## src/rtl/rcopy_pkg.sv

```systemverilog
package rcopy_pkg;
  typedef enum logic [2:0] {
    ST_IDLE,
    ST_RD,
    ST_WR,
    ST_PUSH,
    ST_FIN
  } rc_state_e;
endpackage

```

## src/rtl/rcopy_addr.sv

```systemverilog
module rcopy_addr #(
  parameter int ADDR_W   = 24,
  parameter int COORD_W  = 12,
  parameter int BPP      = 4,
  parameter int SCREEN_W = 1024
) (
  input  logic [COORD_W-1:0] x0_i,
  input  logic [COORD_W-1:0] y0_i,
  input  logic [COORD_W-1:0] x1_i,
  input  logic [COORD_W-1:0] y1_i,
  input  logic [COORD_W-1:0] w_i,
  input  logic [COORD_W-1:0] h_i,
  output logic [ADDR_W-1:0]  src_base_o,
  output logic [ADDR_W-1:0]  dst_base_o,
  output logic [ADDR_W-1:0]  row_bytes_o,
  output logic               bottom_up_o,
  output logic               rtl_o,
  output logic               zero_o
);
  localparam logic [ADDR_W-1:0] BPP_A   = ADDR_W'(BPP);
  localparam logic [ADDR_W-1:0] PITCH_A = ADDR_W'(BPP * SCREEN_W);

  logic [ADDR_W-1:0] first_row;

  always_comb begin
    zero_o      = (w_i == '0) || (h_i == '0);
    bottom_up_o = y1_i > y0_i;
    rtl_o       = (y1_i == y0_i) && (x1_i > x0_i);
    first_row   = bottom_up_o ? ADDR_W'(h_i) - ADDR_W'(1) : '0;
    row_bytes_o = BPP_A * ADDR_W'(w_i);
    src_base_o  = BPP_A * ADDR_W'(x0_i) + PITCH_A * (ADDR_W'(y0_i) + first_row);
    dst_base_o  = BPP_A * ADDR_W'(x1_i) + PITCH_A * (ADDR_W'(y1_i) + first_row);
  end
endmodule

```

## src/rtl/rcopy_walk.sv

```systemverilog
module rcopy_walk #(
  parameter int ADDR_W  = 24,
  parameter int COORD_W = 12,
  parameter int PITCH   = 4096
) (
  input  logic               clk_i,
  input  logic               rst_ni,
  input  logic               load_i,
  input  logic               col_step_i,
  input  logic               row_step_i,
  input  logic [ADDR_W-1:0]  src_base_i,
  input  logic [ADDR_W-1:0]  dst_base_i,
  input  logic [ADDR_W-1:0]  row_bytes_i,
  input  logic [COORD_W-1:0] h_i,
  input  logic               bottom_up_i,
  input  logic               rtl_i,
  output logic [ADDR_W-1:0]  src_addr_o,
  output logic [ADDR_W-1:0]  dst_addr_o,
  output logic               col_last_o,
  output logic               row_last_o
);
  localparam logic [ADDR_W-1:0] PITCH_A = ADDR_W'(PITCH);

  logic [ADDR_W-1:0]  src_q, dst_q, col_q, nbytes_q, off;
  logic [COORD_W-1:0] row_q, h_q;
  logic               up_q, rtl_q;

  always_ff @(posedge clk_i or negedge rst_ni) begin
    if (!rst_ni) begin
      src_q <= '0; dst_q <= '0; col_q <= '0; nbytes_q <= '0;
      row_q <= '0; h_q <= '0; up_q <= 1'b0; rtl_q <= 1'b0;
    end else if (load_i) begin
      src_q    <= src_base_i;
      dst_q    <= dst_base_i;
      col_q    <= '0;
      row_q    <= '0;
      nbytes_q <= row_bytes_i;
      h_q      <= h_i;
      up_q     <= bottom_up_i;
      rtl_q    <= rtl_i;
    end else if (col_step_i) begin
      col_q <= col_q + ADDR_W'(1);
    end else if (row_step_i) begin
      col_q <= '0;
      row_q <= row_q + COORD_W'(1);
      src_q <= up_q ? src_q - PITCH_A : src_q + PITCH_A;
      dst_q <= up_q ? dst_q - PITCH_A : dst_q + PITCH_A;
    end
  end

  // byte offset inside the row, reversed for same-line moves to the right
  assign off        = rtl_q ? nbytes_q - col_q - ADDR_W'(1) : col_q;
  assign src_addr_o = src_q + off;
  assign dst_addr_o = dst_q + off;
  assign col_last_o = col_q == nbytes_q - ADDR_W'(1);
  assign row_last_o = row_q == h_q - COORD_W'(1);

  a_r2_row_in_range: assert property (@(posedge clk_i) disable iff (!rst_ni)
    (col_step_i || row_step_i) |-> (row_q < h_q && col_q < nbytes_q));
  a_r2_step_excl: assert property (@(posedge clk_i) disable iff (!rst_ni)
    !(col_step_i && row_step_i));
endmodule

```

## src/rtl/rcopy_ctrl.sv

```systemverilog
module rcopy_ctrl
  import rcopy_pkg::*;
(
  input  logic clk_i,
  input  logic rst_ni,
  input  logic start_i,
  input  logic zero_i,
  input  logic col_last_i,
  input  logic row_last_i,
  output logic load_o,
  output logic col_step_o,
  output logic row_step_o,
  output logic rd_o,
  output logic wr_o,
  output logic push_o,
  output logic busy_o,
  output logic done_o
);
  rc_state_e state_q, state_d;

  always_comb begin
    state_d    = state_q;
    load_o     = 1'b0;
    col_step_o = 1'b0;
    row_step_o = 1'b0;
    unique case (state_q)
      ST_IDLE: if (start_i) begin
        load_o  = 1'b1;
        state_d = zero_i ? ST_FIN : ST_RD;
      end
      ST_RD:   state_d = ST_WR;
      ST_WR: begin
        if (!col_last_i) begin
          col_step_o = 1'b1;
          state_d    = ST_RD;
        end else if (!row_last_i) begin
          row_step_o = 1'b1;
          state_d    = ST_RD;
        end else begin
          state_d = ST_PUSH;
        end
      end
      ST_PUSH: state_d = ST_FIN;
      ST_FIN:  state_d = ST_IDLE;
      default: state_d = ST_IDLE;
    endcase
  end

  always_ff @(posedge clk_i or negedge rst_ni) begin
    if (!rst_ni) state_q <= ST_IDLE;
    else         state_q <= state_d;
  end

  assign rd_o   = state_q == ST_RD;
  assign wr_o   = state_q == ST_WR;
  assign push_o = state_q == ST_PUSH;
  assign done_o = state_q == ST_FIN;
  assign busy_o = rd_o || wr_o || push_o;

  a_r11_rd_then_wr: assert property (@(posedge clk_i) disable iff (!rst_ni)
    rd_o |=> wr_o);
  a_r8_push_then_done: assert property (@(posedge clk_i) disable iff (!rst_ni)
    push_o |=> done_o);
endmodule

```

## src/rtl/rect_copy_engine.sv

```systemverilog
module rect_copy_engine #(
  parameter int ADDR_W   = 24,
  parameter int COORD_W  = 12,
  parameter int BPP      = 4,
  parameter int SCREEN_W = 1024
) (
  input  logic               clk_i,
  input  logic               rst_ni,
  input  logic               start_i,
  input  logic [COORD_W-1:0] x0_i,
  input  logic [COORD_W-1:0] y0_i,
  input  logic [COORD_W-1:0] x1_i,
  input  logic [COORD_W-1:0] y1_i,
  input  logic [COORD_W-1:0] w_i,
  input  logic [COORD_W-1:0] h_i,
  output logic               busy_o,
  output logic               done_o,
  output logic               mem_re_o,
  output logic [ADDR_W-1:0]  mem_raddr_o,
  input  logic [7:0]         mem_rdata_i,
  output logic               mem_we_o,
  output logic [ADDR_W-1:0]  mem_waddr_o,
  output logic [7:0]         mem_wdata_o,
  output logic               dmg_valid_o,
  output logic [COORD_W-1:0] dmg_x_o,
  output logic [COORD_W-1:0] dmg_y_o,
  output logic [COORD_W-1:0] dmg_w_o,
  output logic [COORD_W-1:0] dmg_h_o
);
  localparam int PITCH = BPP * SCREEN_W;

  logic [ADDR_W-1:0] src_base, dst_base, row_bytes;
  logic bottom_up, rtl, zero;
  logic load, col_step, row_step, col_last, row_last;

  rcopy_addr #(.ADDR_W(ADDR_W), .COORD_W(COORD_W), .BPP(BPP), .SCREEN_W(SCREEN_W)) u_addr (
    .x0_i, .y0_i, .x1_i, .y1_i, .w_i, .h_i,
    .src_base_o(src_base), .dst_base_o(dst_base), .row_bytes_o(row_bytes),
    .bottom_up_o(bottom_up), .rtl_o(rtl), .zero_o(zero)
  );

  rcopy_ctrl u_ctrl (
    .clk_i, .rst_ni, .start_i, .zero_i(zero),
    .col_last_i(col_last), .row_last_i(row_last),
    .load_o(load), .col_step_o(col_step), .row_step_o(row_step),
    .rd_o(mem_re_o), .wr_o(mem_we_o), .push_o(dmg_valid_o),
    .busy_o, .done_o
  );

  rcopy_walk #(.ADDR_W(ADDR_W), .COORD_W(COORD_W), .PITCH(PITCH)) u_walk (
    .clk_i, .rst_ni, .load_i(load), .col_step_i(col_step), .row_step_i(row_step),
    .src_base_i(src_base), .dst_base_i(dst_base), .row_bytes_i(row_bytes),
    .h_i, .bottom_up_i(bottom_up), .rtl_i(rtl),
    .src_addr_o(mem_raddr_o), .dst_addr_o(mem_waddr_o),
    .col_last_o(col_last), .row_last_o(row_last)
  );

  always_ff @(posedge clk_i or negedge rst_ni) begin
    if (!rst_ni) begin
      dmg_x_o <= '0; dmg_y_o <= '0; dmg_w_o <= '0; dmg_h_o <= '0;
    end else if (load) begin
      dmg_x_o <= x1_i; dmg_y_o <= y1_i; dmg_w_o <= w_i; dmg_h_o <= h_i;
    end
  end

  assign mem_wdata_o = mem_rdata_i;

  a_r11_rw_excl: assert property (@(posedge clk_i) disable iff (!rst_ni)
    !(mem_re_o && mem_we_o));
  a_r11_wr_after_rd: assert property (@(posedge clk_i) disable iff (!rst_ni)
    mem_we_o |-> $past(mem_re_o));
  a_r9_idle_quiet: assert property (@(posedge clk_i) disable iff (!rst_ni)
    !busy_o |-> (!mem_re_o && !mem_we_o && !dmg_valid_o));
  a_r8_done_not_busy: assert property (@(posedge clk_i) disable iff (!rst_ni)
    done_o |-> !busy_o);
  a_r7_dmg_stable: assert property (@(posedge clk_i) disable iff (!rst_ni)
    (busy_o && $past(busy_o)) |-> $stable(dmg_x_o) && $stable(dmg_y_o));
endmodule

```

## config.mk

```make
export PLATFORM = sky130hd
export DESIGN_NAME = rect_copy_engine
export DESIGN_NICKNAME = d
export VERILOG_FILES = /design/src/rtl/rcopy_pkg.sv /design/src/rtl/rcopy_addr.sv /design/src/rtl/rcopy_walk.sv /design/src/rtl/rcopy_ctrl.sv /design/src/rtl/rect_copy_engine.sv
export SDC_FILE = /design/constraint.sdc
export NUM_CORES = 1
export LEC_CHECK = 0
export ABC_AREA = 1
export BUFFER_PORTS_ARGS = -buffer_cell sky130_fd_sc_hd__buf_2
export CAP_MARGIN = 15
export CORE_MARGIN = 2
export CORE_UTILIZATION = 25
export CTS_CLUSTER_SIZE = 12
export DETAILED_ROUTE_END_ITERATION = 6
export GPL_ROUTABILITY_DRIVEN = 0
export PLACE_DENSITY = 0.39
export SLEW_MARGIN = 10
export SYNTH_ARGS = -nofsm -noshare
export SYNTH_HDL_FRONTEND = slang
export SYNTH_SLANG_ARGS = --single-unit
```

## constraint.sdc

```tcl
create_clock -name clk_i -period 9.3 [get_ports clk_i]
set_input_delay 0.465 -clock clk_i [delete_from_list [all_inputs] [get_ports clk_i]]
set_output_delay 0.465 -clock clk_i [all_outputs]
set_load 0.01 [all_outputs]
```

Yosys cells after proc, flatten, opt, wreduce, memory -nomap -nowiden
Index checks and enable logic that the tools add are counted.

operators by class
  $add $sub $neg = 17
  $lt $le $gt $ge = 2
  equal/unequal tests = 9
  mux-type cells = 28
  reductions and logical operators = 10

operators by type and width
  cell                                                 count
  two-way mux 24 bit                                   12
  adder 14 x 24 -> 24 bit                              2
  adder 24 x 13 -> 24 bit, second input constant       2
  adder 24 bit                                         2
  two-way mux 12 bit                                   4
  subtractor 24 x 13 -> 24 bit, second input constant  2
  adder 12 bit                                         2
  adder 24 x 1 -> 24 bit, second input constant        1
  equality test 12 bit                                 2
  equality test 24 bit                                 1
  greater-than comparator 12 bit                       2
  logical NOT 12 bit                                   2
  subtractor 12 x 1 -> 12 bit, second input constant   2
  subtractor 14 x 24 -> 24 bit                         1
  subtractor 24 x 1 -> 24 bit, second input constant   1
  subtractor 14 x 1 -> 15 bit, second input constant   1
  adder 12 x 1 -> 12 bit, second input constant        1
  one-hot mux 3 bit (4 select lines)                   1
  two-way mux 3 bit                                    3
  two-way mux 1 bit                                    7
  equality test 3 x 2 -> 1 bit, second input constant  2
  != test 2 bit, second input constant                 2
  equality test 3 x 1 -> 1 bit, second input constant  1
  equality test 3 bit, second input constant           1
  7 further kinds                                      9

storage, ports and cells
  register bits after elaboration = 137
  output and inout bits = 109

Logic depth before layout (Yosys ltp)
  depth after elaboration = 8
  depth in mapped cells = 29

Modules after synthesis
A second synthesis with hierarchy kept.

second synthesis, totals
  cell total of the unflattened synthesis = 2477
  area, all modules = 16681.0 um^2

by module, submodules not included
  module            times used  cells each  area an instance (um^2)  seq. area each (um^2)
  rcopy_walk        1           1679        11461.0                  3052.9
  rcopy_addr        1           554         3141.8                   0.0
  rect_copy_engine  1           211         1865.5                   1201.2
  rcopy_ctrl        1           33          212.7                    75.1

Worst setup path before layout
OpenSTA, ideal clock, no wires.

  path type = reg2out
  from = register dmg_w_o[0] (netlist name)
  to = output port mem_waddr_o[23]
  data arrival time = 3.931 ns
  required time = 8.835 ns
  path slack = 4.904 ns
  cell stages (with the launch flop) = 28
  buffers on the path = 0
  cell sequence = dfrtp_1 -> ha_1 -> inv_1 -> fa_1 -> nor2_1 -> inv_1 -> o21a_1 -> o21ai_1 -> a21oi_1 -> o21ai_1 -> nand2_1 -> nand2_1 -> nand2_1 -> nand2_1 -> nand2_1 -> nand3_1 -> a21boi_1 -> xor2_1 -> inv_1 -> ha_1 -> a21oi_1 -> o21a_1 -> nand2_1 -> a21o_1 -> nand2_1 -> nand2_1 -> a21oi_1 -> xor2_1

RTL lines
  element        line                    text
  end, declared  rect_copy_engine.sv:22  output logic [ADDR_W-1:0] mem_waddr_o,

Worst setup path after layout
  from = register u_walk.col_q[3]
  to = output port mem_waddr_o[22]

between the ends
  cells in the longest elaborated chain, start to end = 4

ends and longest elaborated chain
  element                       line              text
  start, declared               rcopy_walk.sv:24  logic [ADDR_W-1:0] src_q, dst_q, col_q, nbytes_q, off;
  start signal, assigned        rcopy_walk.sv:42  col_q <= col_q + ADDR_W'(1);
  subtractor 14 x 24 -> 24 bit  rcopy_walk.sv:52  assign off = rtl_q ? nbytes_q - col_q - ADDR_W'(1) : col_q;
  subtractor 24 x 1 -> 24 bit   rcopy_walk.sv:52
  two-way mux 24 bit (*)        rcopy_walk.sv:52
  adder 24 bit (*)              rcopy_walk.sv:54  assign dst_addr_o = dst_q + off;

Mark *: on every way between the ends. The rest lies on a longest branch, timed or not.

==> flow_metrics.env <==
export IMPL_cts_sinks=133
export IMPL_vias_per_cell=4.55
export IMPL_wl_per_cell_um=16.6
export IMPL_worstPathMaxFanout=5
export IMPL_maxSlewHeadroom_pct=36.3
export IMPL_areaGrowthSynthToFinish_pct=16.2
export IMPL_io_buffers=175
export IMPL_cts_tree="done"
export IMPL_start_kind="flip-flop"
export IMPL_cellPowerDensity_nw_per_um2=274
export IMPL_fin_hold_ws_ns=0.0301
export IMPL_nets=2129
export IMPL_syn_area_um2=12700
export IMPL_postSynthAreaPerCell_um2=7.24
export IMPL_synth_cells=1757
export IMPL_hold_path_class="in -> async"
export IMPL_setup_violations_final=0
export IMPL_tightest_slew_ns=0.956
export IMPL_gr_usage_all_layers_pct=16.6
export IMPL_cts_root_buffer="clkbuf_16"
export IMPL_die_h_um=230
export IMPL_path_class="reg -> out"
export IMPL_fp_row_count=82
export IMPL_antenna_found_initial=1
export IMPL_clkTransAtPathRegs_ns=0.07
export IMPL_skew_ns=0.0184
export IMPL_pin_count=192
export IMPL_core_um2=50200
export IMPL_cp_required_ns=8.84
export IMPL_antenna_left=0
export IMPL_yosysTopAreaCell="dfrtp_1"
export IMPL_h_tree_depth=4
export IMPL_clock_fmax_mhz=181
export IMPL_reg2reg_setup_slack_ns=5.28
export IMPL_end_kind="output pin"
export IMPL_vias=11828
export IMPL_die_area_um2=52700
export IMPL_crit_buf_inv=2
export IMPL_yosysWarnings=0
export IMPL_worstPathCellList="inv_2 -> ha_1 -> a21oi_1 -> nor2_1 -> nor2_1 -> nor2_1 -> o21ai_0 -> nand2_1 -> a21oi_1 -> o21ai_0 -> xor2_1 -> o21ai_0 -> ha_1 -> a21oi_1 -> o221ai_1 -> a21oi_1 -> o21ai_0 -> a21boi_0 -> o21ai_0 -> a31oi_1 -> xnor2_1 -> buf_2"
export IMPL_clock_path_buffers=2
export IMPL_grt_pass1_wl_um=68100
export IMPL_cts_setup_buffers=0
export IMPL_synth_fp_nets=1973
export IMPL_rsz0062_at_grt="no"
export IMPL_period_needed_ns=5.52
export IMPL_synthArstFlopShare_pct=100
export IMPL_slowest_delay_ns=0.47
export IMPL_yosys_register_bits=133
export IMPL_grt_overflow=0
export IMPL_drive_above_1_share_pct=15.1
export IMPL_max_cap_violations=0
export IMPL_synth_cell_type_count=64
export IMPL_synthFlopType="dfrtp_1"
export IMPL_violations="DRC"
export IMPL_dieWidth_um=230
export IMPL_drtIter0Drc=540
export IMPL_start_util_pct=25.4
export IMPL_leakage_nw=7.65
export IMPL_drt_total_wl_um=43000
export IMPL_drc_errors=3
export IMPL_seq_area_frac_synth_pct=26.2
export IMPL_synth_area_leaders="dfrtp_1 26%, nand2_1 13%, ha_1 12%"
export IMPL_cp_arrival_ns=5.06
export IMPL_path_common_cell="o21ai_0"
export IMPL_insertion_delay_ns=0.46
export IMPL_synth_edff_count=0
export IMPL_finalHoldViolCount=0
export IMPL_grt_max_degree=69
export IMPL_netlist_area_leader_share_pct=26.2
export IMPL_dr_pass1_iters=7
export IMPL_cts_resized_gates=0
export IMPL_cp_top_family="compound AO/OA/AOI/OAI gates"
export IMPL_vdd_drop_max_mv=0.106
export IMPL_outcome="finished with violations"
export IMPL_critPathSlowestCell="dfrtp_1"
export IMPL_tns_ns=0
export IMPL_diodes=0
export IMPL_slew_violations=0
export IMPL_holdBufCountCts=0
export IMPL_grt_pass1_vias=12067
export IMPL_fin_crit_sh_pct=59.4
export IMPL_place_hpwl_um=34900
export IMPL_cts_buffers=17
-- flip-flops by register name, summed over array words and instances (netlist names) --
name            flops
dmg_y_o            12
u_walk.up_q         1
u_ctrl.state_q      3
u_walk.row_q       12
u_walk.src_q       22
u_walk.rtl_q        1
u_walk.h_q         12
dmg_w_o            12
u_walk.col_q       24
u_walk.dst_q       22
dmg_x_o            12
-- path summary, 6_finish.rpt --
path                       cells past startpoint                    startpoint                            to
max                                           22   u_walk.col_q[3]$_DFFE_PN0P_               mem_waddr_o[22]
min                                            1                        rst_ni        dmg_x_o[0]$_DFFE_PN0P_
max reg2reg                                   13  u_walk.col_q[16]$_DFFE_PN0P_   u_walk.col_q[2]$_DFFE_PN0P_
min reg2reg                                    2        dmg_x_o[8]$_DFFE_PN0P_        dmg_x_o[8]$_DFFE_PN0P_
max in group asynchronous                      2                        rst_ni  u_walk.src_q[22]$_DFFE_PN0P_
min in group clk_i                             3                        w_i[4]        dmg_w_o[4]$_DFFE_PN0P_
-- stage by stage --
step | util [%] | instance area (um^2) | power, mW | instances | setup WS, ns
floorplan | - | 12700 | 2.66 | 1757 | 4.90
detailed placement | 28.4 | 14200 | 3.44 | 2566 | 4.21
global placement | 28.4 | 14200 | 3.43 | 2566 | 4.30
finish | 29.5 | 14800 | 4.06 | 2598 | 3.78
global route | 29.5 | 14800 | 4.47 | 2598 | 3.09
CTS | 29.5 | 14800 | 4.13 | 2598 | 3.68
-- worst reg2reg max path, delay by kind of cell (launching register included) --
kind                   cells  cell delay, ns
and+or+nand+nor            9            2.60
DFF                        1            0.53
buffers and inverters      2            0.43
AOI/OAI and AO/OA          2            0.30
-- Yosys cell counts (14+ instances only) --
cell type / number
a21oi_1: 112
clkbuf_1: 17
dfrtp_1: 133
ha_1: 126
inv_1: 218
nand2_1: 428
nand3_1: 72
nand4_1: 25
nor2_1: 122
nor3_1: 27
o21ai_0: 98
o21ai_1: 14
o22ai_1: 15
xnor2_1: 38
xor2_1: 105
-- routing by layer --
layer	global-route usage (%)	routed length, um	up-vias
li1	-	-	6131
met1	21.1	20000	5510
met2	29.4	21400	163
met3	2.86	1330	22
met4	3.02	305	2
met5	0	16	-
-- power breakdown --
| group | total [mW] | internal (mW) | leakage [nW] | switching (mW) |
|---|---|---|---|---|
| combinational | 2.36 | 0.917 | 5.71 | 1.45 |
| sequential | 1.03 | 0.785 | 1.68 | 0.245 |
| clock | 0.662 | 0.351 | 0.262 | 0.311 |
-- area by class of cell --
| class | instances | area [um^2] |
|---|---|---|
| sequential | 133 | 3330 |
| multi-input combinational | 1350 | 8270 |
| fill | 5512 | 35400 |
| clock inverter | 13 | 101 |
| inverter | 230 | 863 |
| clock buffer | 19 | 443 |
| timing repair buffer | 181 | 927 |
| tap | 672 | 841 |
-- kinds of logic after synthesis --
kind of cell | Yosys count | share of synthesized area (%)
AOI/OAI and AO/OA | 322 | 15.1
xor gates and xnor gates | 145 | 10.1
adders and majority gates | 133 | 13.5
buffers and inverters | 274 | 8.84
DFF | 133 | 26.2
other | 1 | 0.0295
and+or+nand+nor | 749 | 26.3
-- cell usage in the layout, fill, tap and decap left out, types with 72 or more instances in the layout --
cell type  count
xor2_1       105
inv_1        218
nor2_1       122
o21ai_0       98
dfrtp_1      133
nand2_1      427
ha_1         126
a21oi_1      112
buf_2        174
nand3_1       72
Power figures use the tool's default switching activity.
